### config.mk
export PLATFORM = sky130hd
export DESIGN_NAME = fp_minmax_unit
export DESIGN_NICKNAME = d
export VERILOG_FILES = /design/src/rtl/fmm_pkg.sv /design/src/rtl/fmm_classify.sv /design/src/rtl/fmm_pick.sv /design/src/rtl/fp_minmax_unit.sv
export SDC_FILE = /design/constraint.sdc
export NUM_CORES = 1
export LEC_CHECK = 0
export BUFFER_PORTS_ARGS = -buffer_cell sky130_fd_sc_hd__clkbuf_2
export CAP_MARGIN = 10
export CORE_UTILIZATION = 52
export DETAILED_ROUTE_END_ITERATION = 10
export GPL_ROUTABILITY_DRIVEN = 0
export PLACE_DENSITY_LB_ADDON = 0.12
export SLEW_MARGIN = 10
export SYNTH_ARGS = -nofsm -noshare
export SYNTH_HDL_FRONTEND = slang
export SYNTH_SLANG_ARGS = --single-unit
export TNS_END_PERCENT = 1
### constraint.sdc
create_clock -name clk -period 4.38 [get_ports clk]
set_clock_uncertainty 0.05 [all_clocks]
set_input_delay 0.219 -clock clk [delete_from_list [all_inputs] [get_ports clk]]
set_output_delay 0.219 -clock clk [all_outputs]
set_load 0.01 [all_outputs]
### src/rtl/fmm_pkg.sv
package fmm_pkg;
   typedef enum logic [1:0] {
      RULE_NUM08  = 2'b00,
      RULE_NAN19  = 2'b01,
      RULE_NUM19  = 2'b10,
      RULE_CSTYLE = 2'b11
   } base_rule_e;

   typedef struct packed {
      logic       is_max;
      logic       by_mag;
      base_rule_e rule;
   } fmm_mode_t;

   localparam int MODE_W = 4;
endpackage

### src/rtl/fmm_classify.sv
module fmm_classify #(
   parameter int EXP_W = 11,
   parameter int MAN_W = 52,
   localparam int W = 1 + EXP_W + MAN_W
) (
   input  logic [W-1:0]   val,
   output logic           sign,
   output logic [W-2:0]   mag,
   output logic           is_nan,
   output logic           is_snan,
   output logic           is_zero
);
   logic exp_ones, man_nz;
   always_comb begin
      sign     = val[W-1];
      mag      = val[W-2:0];
      exp_ones = &val[W-2:MAN_W];
      man_nz   = |val[MAN_W-1:0];
      is_nan   = exp_ones & man_nz;
      is_snan  = is_nan & ~val[MAN_W-1];
      is_zero  = ~|val[W-2:0];
   end
endmodule

### src/rtl/fmm_pick.sv
module fmm_pick
   import fmm_pkg::*;
#(
   parameter int EXP_W = 11,
   parameter int MAN_W = 52,
   localparam int W = 1 + EXP_W + MAN_W
) (
   input  logic [W-1:0] a,
   input  logic [W-1:0] b,
   input  fmm_mode_t    mode,
   output logic [W-1:0] res,
   output logic         snan
);
   localparam logic [W-1:0] QNAN = {1'b0, {EXP_W{1'b1}}, 1'b1, {(MAN_W-1){1'b0}}};

   logic           a_s, b_s, a_nan, b_nan, a_sn, b_sn, a_z, b_z;
   logic [W-2:0]   a_m, b_m;

   fmm_classify #(.EXP_W(EXP_W), .MAN_W(MAN_W)) u_cls_a (
      .val(a), .sign(a_s), .mag(a_m), .is_nan(a_nan), .is_snan(a_sn), .is_zero(a_z));
   fmm_classify #(.EXP_W(EXP_W), .MAN_W(MAN_W)) u_cls_b (
      .val(b), .sign(b_s), .mag(b_m), .is_nan(b_nan), .is_snan(b_sn), .is_zero(b_z));

   logic any_nan, both_nan, mag_lt, mag_gt;
   logic a_lt_tot, b_lt_tot, a_lt_c, b_lt_c;
   logic take_a, make_nan;

   always_comb begin
      any_nan  = a_nan | b_nan;
      both_nan = a_nan & b_nan;
      mag_lt   = a_m < b_m;
      mag_gt   = a_m > b_m;
      // total order with -0 below +0 (only meaningful without NaN)
      a_lt_tot = (a_s != b_s) ? a_s : (a_s ? mag_gt : mag_lt);
      b_lt_tot = (a_s != b_s) ? b_s : (a_s ? mag_lt : mag_gt);
      // plain comparison: zeros equal, NaN unordered
      a_lt_c   = a_lt_tot & ~(a_z & b_z) & ~any_nan;
      b_lt_c   = b_lt_tot & ~(a_z & b_z) & ~any_nan;

      make_nan = 1'b0;
      take_a   = 1'b0;
      unique case (mode.rule)
         RULE_NUM08, RULE_NUM19: begin
            if (both_nan)   make_nan = 1'b1;
            else if (a_nan) take_a = 1'b0;
            else if (b_nan) take_a = 1'b1;
            else            take_a = mode.is_max ? b_lt_tot : a_lt_tot;
         end
         RULE_NAN19: begin
            if (any_nan) make_nan = 1'b1;
            else         take_a = mode.is_max ? b_lt_tot : a_lt_tot;
         end
         RULE_CSTYLE: take_a = mode.is_max ? b_lt_c : a_lt_c;
         default: take_a = 1'b0;
      endcase

      if (mode.by_mag && !any_nan && (mag_lt || mag_gt)) begin
         make_nan = 1'b0;
         take_a   = mode.is_max ? mag_gt : mag_lt;
      end

      res  = make_nan ? QNAN : (take_a ? a : b);
      snan = a_sn | b_sn;
   end
endmodule

### src/rtl/fp_minmax_unit.sv
module fp_minmax_unit
   import fmm_pkg::*;
#(
   parameter int DBL_EXP_W  = 11,
   parameter int DBL_MAN_W  = 52,
   parameter int SGL_EXP_W  = 8,
   parameter int SGL_MAN_W  = 23,
   parameter bit HAS_SINGLE = 1'b1,
   localparam int DW = 1 + DBL_EXP_W + DBL_MAN_W,
   localparam int SW = 1 + SGL_EXP_W + SGL_MAN_W
) (
   input  logic              clk,
   input  logic              rst,
   input  logic              in_valid,
   input  logic [DW-1:0]     op_a,
   input  logic [DW-1:0]     op_b,
   input  logic [MODE_W-1:0] mode,
   input  logic              single_sel,
   output logic              out_valid,
   output logic [DW-1:0]     result,
   output logic              snan_flag
);
   if (SW > DW) begin : g_bad_width
      $error("single format must fit in the double word");
   end
   if (SGL_MAN_W < 2 || DBL_MAN_W < 2 || SGL_EXP_W < 2 || DBL_EXP_W < 2) begin : g_bad_field
      $error("exponent and mantissa fields need at least two bits");
   end

   fmm_mode_t    mode_s;
   logic [DW-1:0] d_res, s_res_ext, nxt_res;
   logic          d_snan, s_snan, nxt_snan;

   assign mode_s = fmm_mode_t'(mode);

   fmm_pick #(.EXP_W(DBL_EXP_W), .MAN_W(DBL_MAN_W)) u_dbl (
      .a(op_a), .b(op_b), .mode(mode_s), .res(d_res), .snan(d_snan));

   if (HAS_SINGLE) begin : g_single
      logic [SW-1:0] s_res;
      fmm_pick #(.EXP_W(SGL_EXP_W), .MAN_W(SGL_MAN_W)) u_sgl (
         .a(op_a[SW-1:0]), .b(op_b[SW-1:0]), .mode(mode_s), .res(s_res), .snan(s_snan));
      assign s_res_ext = {{(DW-SW){1'b0}}, s_res};
   end else begin : g_no_single
      assign s_res_ext = '0;
      assign s_snan    = 1'b0;
   end

   always_comb begin
      if (HAS_SINGLE && single_sel) begin
         nxt_res  = s_res_ext;
         nxt_snan = s_snan;
      end else begin
         nxt_res  = d_res;
         nxt_snan = d_snan;
      end
   end

   always_ff @(posedge clk) begin
      if (rst) begin
         out_valid <= 1'b0;
         result    <= '0;
         snan_flag <= 1'b0;
      end else begin
         out_valid <= in_valid;
         if (in_valid) begin
            result    <= nxt_res;
            snan_flag <= nxt_snan;
         end
      end
   end
endmodule

==> run summary <==
• **number of library cell types mapped by synthesis** 56
• **worst setup margin** 868 ps
• **commonest non-fill, non-tap cell in the layout** sky130_fd_sc_hd__clkbuf_2
• **Worst Max-Slew Pin Slew** 789 ps
• **final setup violation count** 0
• **setup repair after global routing missed its margin** no
• **die outline area** 0.0122 sq mm
• **worst IR drop on VDD** 0.198 mV
• **Final Cycle Share** 0.802
• **min Tclk post-route** 3510 ps
• **final setup TNS** 0 ps
• **library cell used as clock root buffer** sky130_fd_sc_hd__clkbuf_16
• **Tot Pwr** 2.26 mW
• **initial antenna violation count** 0
• **post-route antenna net violation count** 0
• **power density normalized to cell area** 298 mW/mm^2
• **mean routed wirelength per cell** 17.8 um
• **TritonCTS clock tree** yes
• **Synth Register Bits** 66
• **Die Width** 111 um
• **remaining routing DRC violations** 0
• **Post-Synthesis Cell Area** 0.00613 sq mm
• **DP Wirelength** 14.7 mm
• **max-slew violation count** 0
• **number of enable flip-flop cells after synthesis** 0
• **first-pass GRT wire length** 33.2 mm
• **total of buffers placed on input and output ports** 201
• **clk_lat worst skew** 340 ps
• **placement-stage worst setup slack** 560 ps
• **synthesized instance count** 820
• **Critical Setup Path Class** in -> reg
• **Detailed Route Iter0 Violations** 603
• **worst slew margin relative to its limit** 0.474
• **CTS Sinks** 66
• **GRT Residual Overflow** 0
• **depth of the CTS H-tree** 3
• **post-CTS resize count** 0
• **DRT Pass-1 Iters** 5
• **vertical extent of the die** 111 um
• **mean instance size in the synthesized netlist** 7.48 sq um
• **ANT cells** 0
• **via count** 7170
• **critical path peak fanout** 20
• **number of buffers between clock root and the deepest sink** 2
• **area of placed instances** 0.00725 sq mm
• **CP startpoint kind** primary input
• **number of vias per cell after detailed routing** 6.29
• **Leakage Power** 3.56 nW
• **HP Class** in -> reg
• **Total Wirelength** 20.3 mm
• **Critical Path End Type** register
• **critical path arrival** 3660 ps
• **standard-cell row count** 39
• **vias in the first global route** 6664
• **maxcap violations** 0
• **run status** complete, no violations
• **Required @ worst endpoint** 4530 ps
• **clock input transition at the sequential cells of the worst setup and hold paths** 60 ps
• **starting utilization of the core area** 0.535
• **post-synthesis sequential area ratio** 0.215
• **share of flip-flops with an asynchronous set or reset** 0
• **Setup Buffers After CTS** 0
• **hold violation total from the final report** 0
• **most used flip-flop cell after synthesis** sky130_fd_sc_hd__dfxtp_1
• **net count of the mapped netlist** 1019
• **synthesis warning total** 0
• **Post-layout nets** 1190
• **final non-filler cell area** 0.00761 sq mm
• **All-Layer GR Usage** 0.328
• **Std-Cell Core Area** 0.0115 sq mm
• **f_max** 285 MHz
• **signed area change from the synthesized netlist to the final layout** 24.0%
• **most used cells in the layout excluding fill and tap cells** sky130_fd_sc_hd__clkbuf_2 (201), sky130_fd_sc_hd__inv_1 (70), sky130_fd_sc_hd__nand2_1 (68)
• **fraction of final layout cells sized beyond drive strength 1** 0.250
• **# hold bufs at CTS** 0
• **maximum number of pins on one net before global-route repair** 72
• **I/O Pins** 202
• **cts bufs inserted** 9
[final timing paths]
path | start | end | depth (start not counted) | slack, ps
worst max-delay path | op_b[10] | result[35] | 14 | 870
worst min-delay path | op_b[60] | result[60] | 3 | 100
worst max register to register | result[22] | result[22] | 2 | 3550
worst min register to register | result[50] | result[50] | 2 | 390
[power by group]
| group | leakage (nW) | switching [mW] | internal (mW) |
|---|---|---|---|
| clock network | 0.176 | 0.291 | 0.585 |
| logic | 2.84 | 0.433 | 0.283 |
| registers | 0.545 | 0.0255 | 0.647 |
| total | 3.56 | 0.749 | 1.52 |
[cells in the mapped netlist (10+ instances only)]
library cell               number  area (sq um)
sky130_fd_sc_hd__o21ai_0       53           265
sky130_fd_sc_hd__a41oi_1       23           201
sky130_fd_sc_hd__inv_1         70           263
sky130_fd_sc_hd__nor2_1        34           128
sky130_fd_sc_hd__ha_1          63           788
sky130_fd_sc_hd__mux2i_1       22           220
sky130_fd_sc_hd__clkbuf_1      47           176
sky130_fd_sc_hd__nand4_1       30           188
sky130_fd_sc_hd__dfxtp_1       66          1320
sky130_fd_sc_hd__o21ai_1       22           110
sky130_fd_sc_hd__and4_1        22           193
sky130_fd_sc_hd__o21bai_1      23           173
sky130_fd_sc_hd__a311oi_1      10          87.6
sky130_fd_sc_hd__a21oi_1       28           140
sky130_fd_sc_hd__nor4_1        30           188
sky130_fd_sc_hd__o211ai_1      24           180
sky130_fd_sc_hd__nand2_1       68           255
sky130_fd_sc_hd__a31oi_1       44           275
sky130_fd_sc_hd__nand3_1       55           275
[stage by stage]
stage	std cells	hold slack (ps)	utilization
floorplan	820	321	-
global placement	1123	387	0.633
detailed placement	1123	390	0.633
CTS	1139	101	0.663
global route	1139	122	0.663
finish	1139	104	0.663
[sequential cells by signal, indices dropped and copies added, names as in the netlist]
signal     cells
result        64
out_valid      1
snan_flag      1
[worst max-delay path, cell delays in order]
cell	delay, ps
sky130_fd_sc_hd__clkbuf_2	130
sky130_fd_sc_hd__inv_1	70
sky130_fd_sc_hd__ha_1	320
sky130_fd_sc_hd__nand4_1	180
sky130_fd_sc_hd__nor4_2	550
sky130_fd_sc_hd__nand4_2	250
sky130_fd_sc_hd__and3_1	250
sky130_fd_sc_hd__and3_1	170
sky130_fd_sc_hd__a211o_1	280
sky130_fd_sc_hd__a211o_1	380
sky130_fd_sc_hd__nor3_4	160
sky130_fd_sc_hd__buf_4	350
sky130_fd_sc_hd__mux2i_1	250
sky130_fd_sc_hd__o21ai_1	80
[logic make-up after synthesis]
kind of cell,share of synthesized area
fa+ha+maj,0.128
mux,0.0377
compound gates,0.289
xor+xnor,0.00286
flops,0.215
buf+inv,0.0810
simple gates,0.246
[layout make-up]
cell class | count | area, sq um
multi-input combinational | 627 | 4350
fill | 1088 | 3860
sequential | 66 | 1320
timing repair buffer | 217 | 1140
inverter | 70 | 263
clock buffer | 11 | 253
tap | 143 | 179
clock inverter | 5 | 100
[layer usage]
metal  vias up  global-route usage  share of wire
met1      3307               0.428           0.43
met4         0               0.104          0.015
met5         -                   0              0
li1       3494                   -              -
met3        29              0.0593          0.073
met2       340               0.547           0.48
No activity file was read; power rests on OpenSTA's default activity.
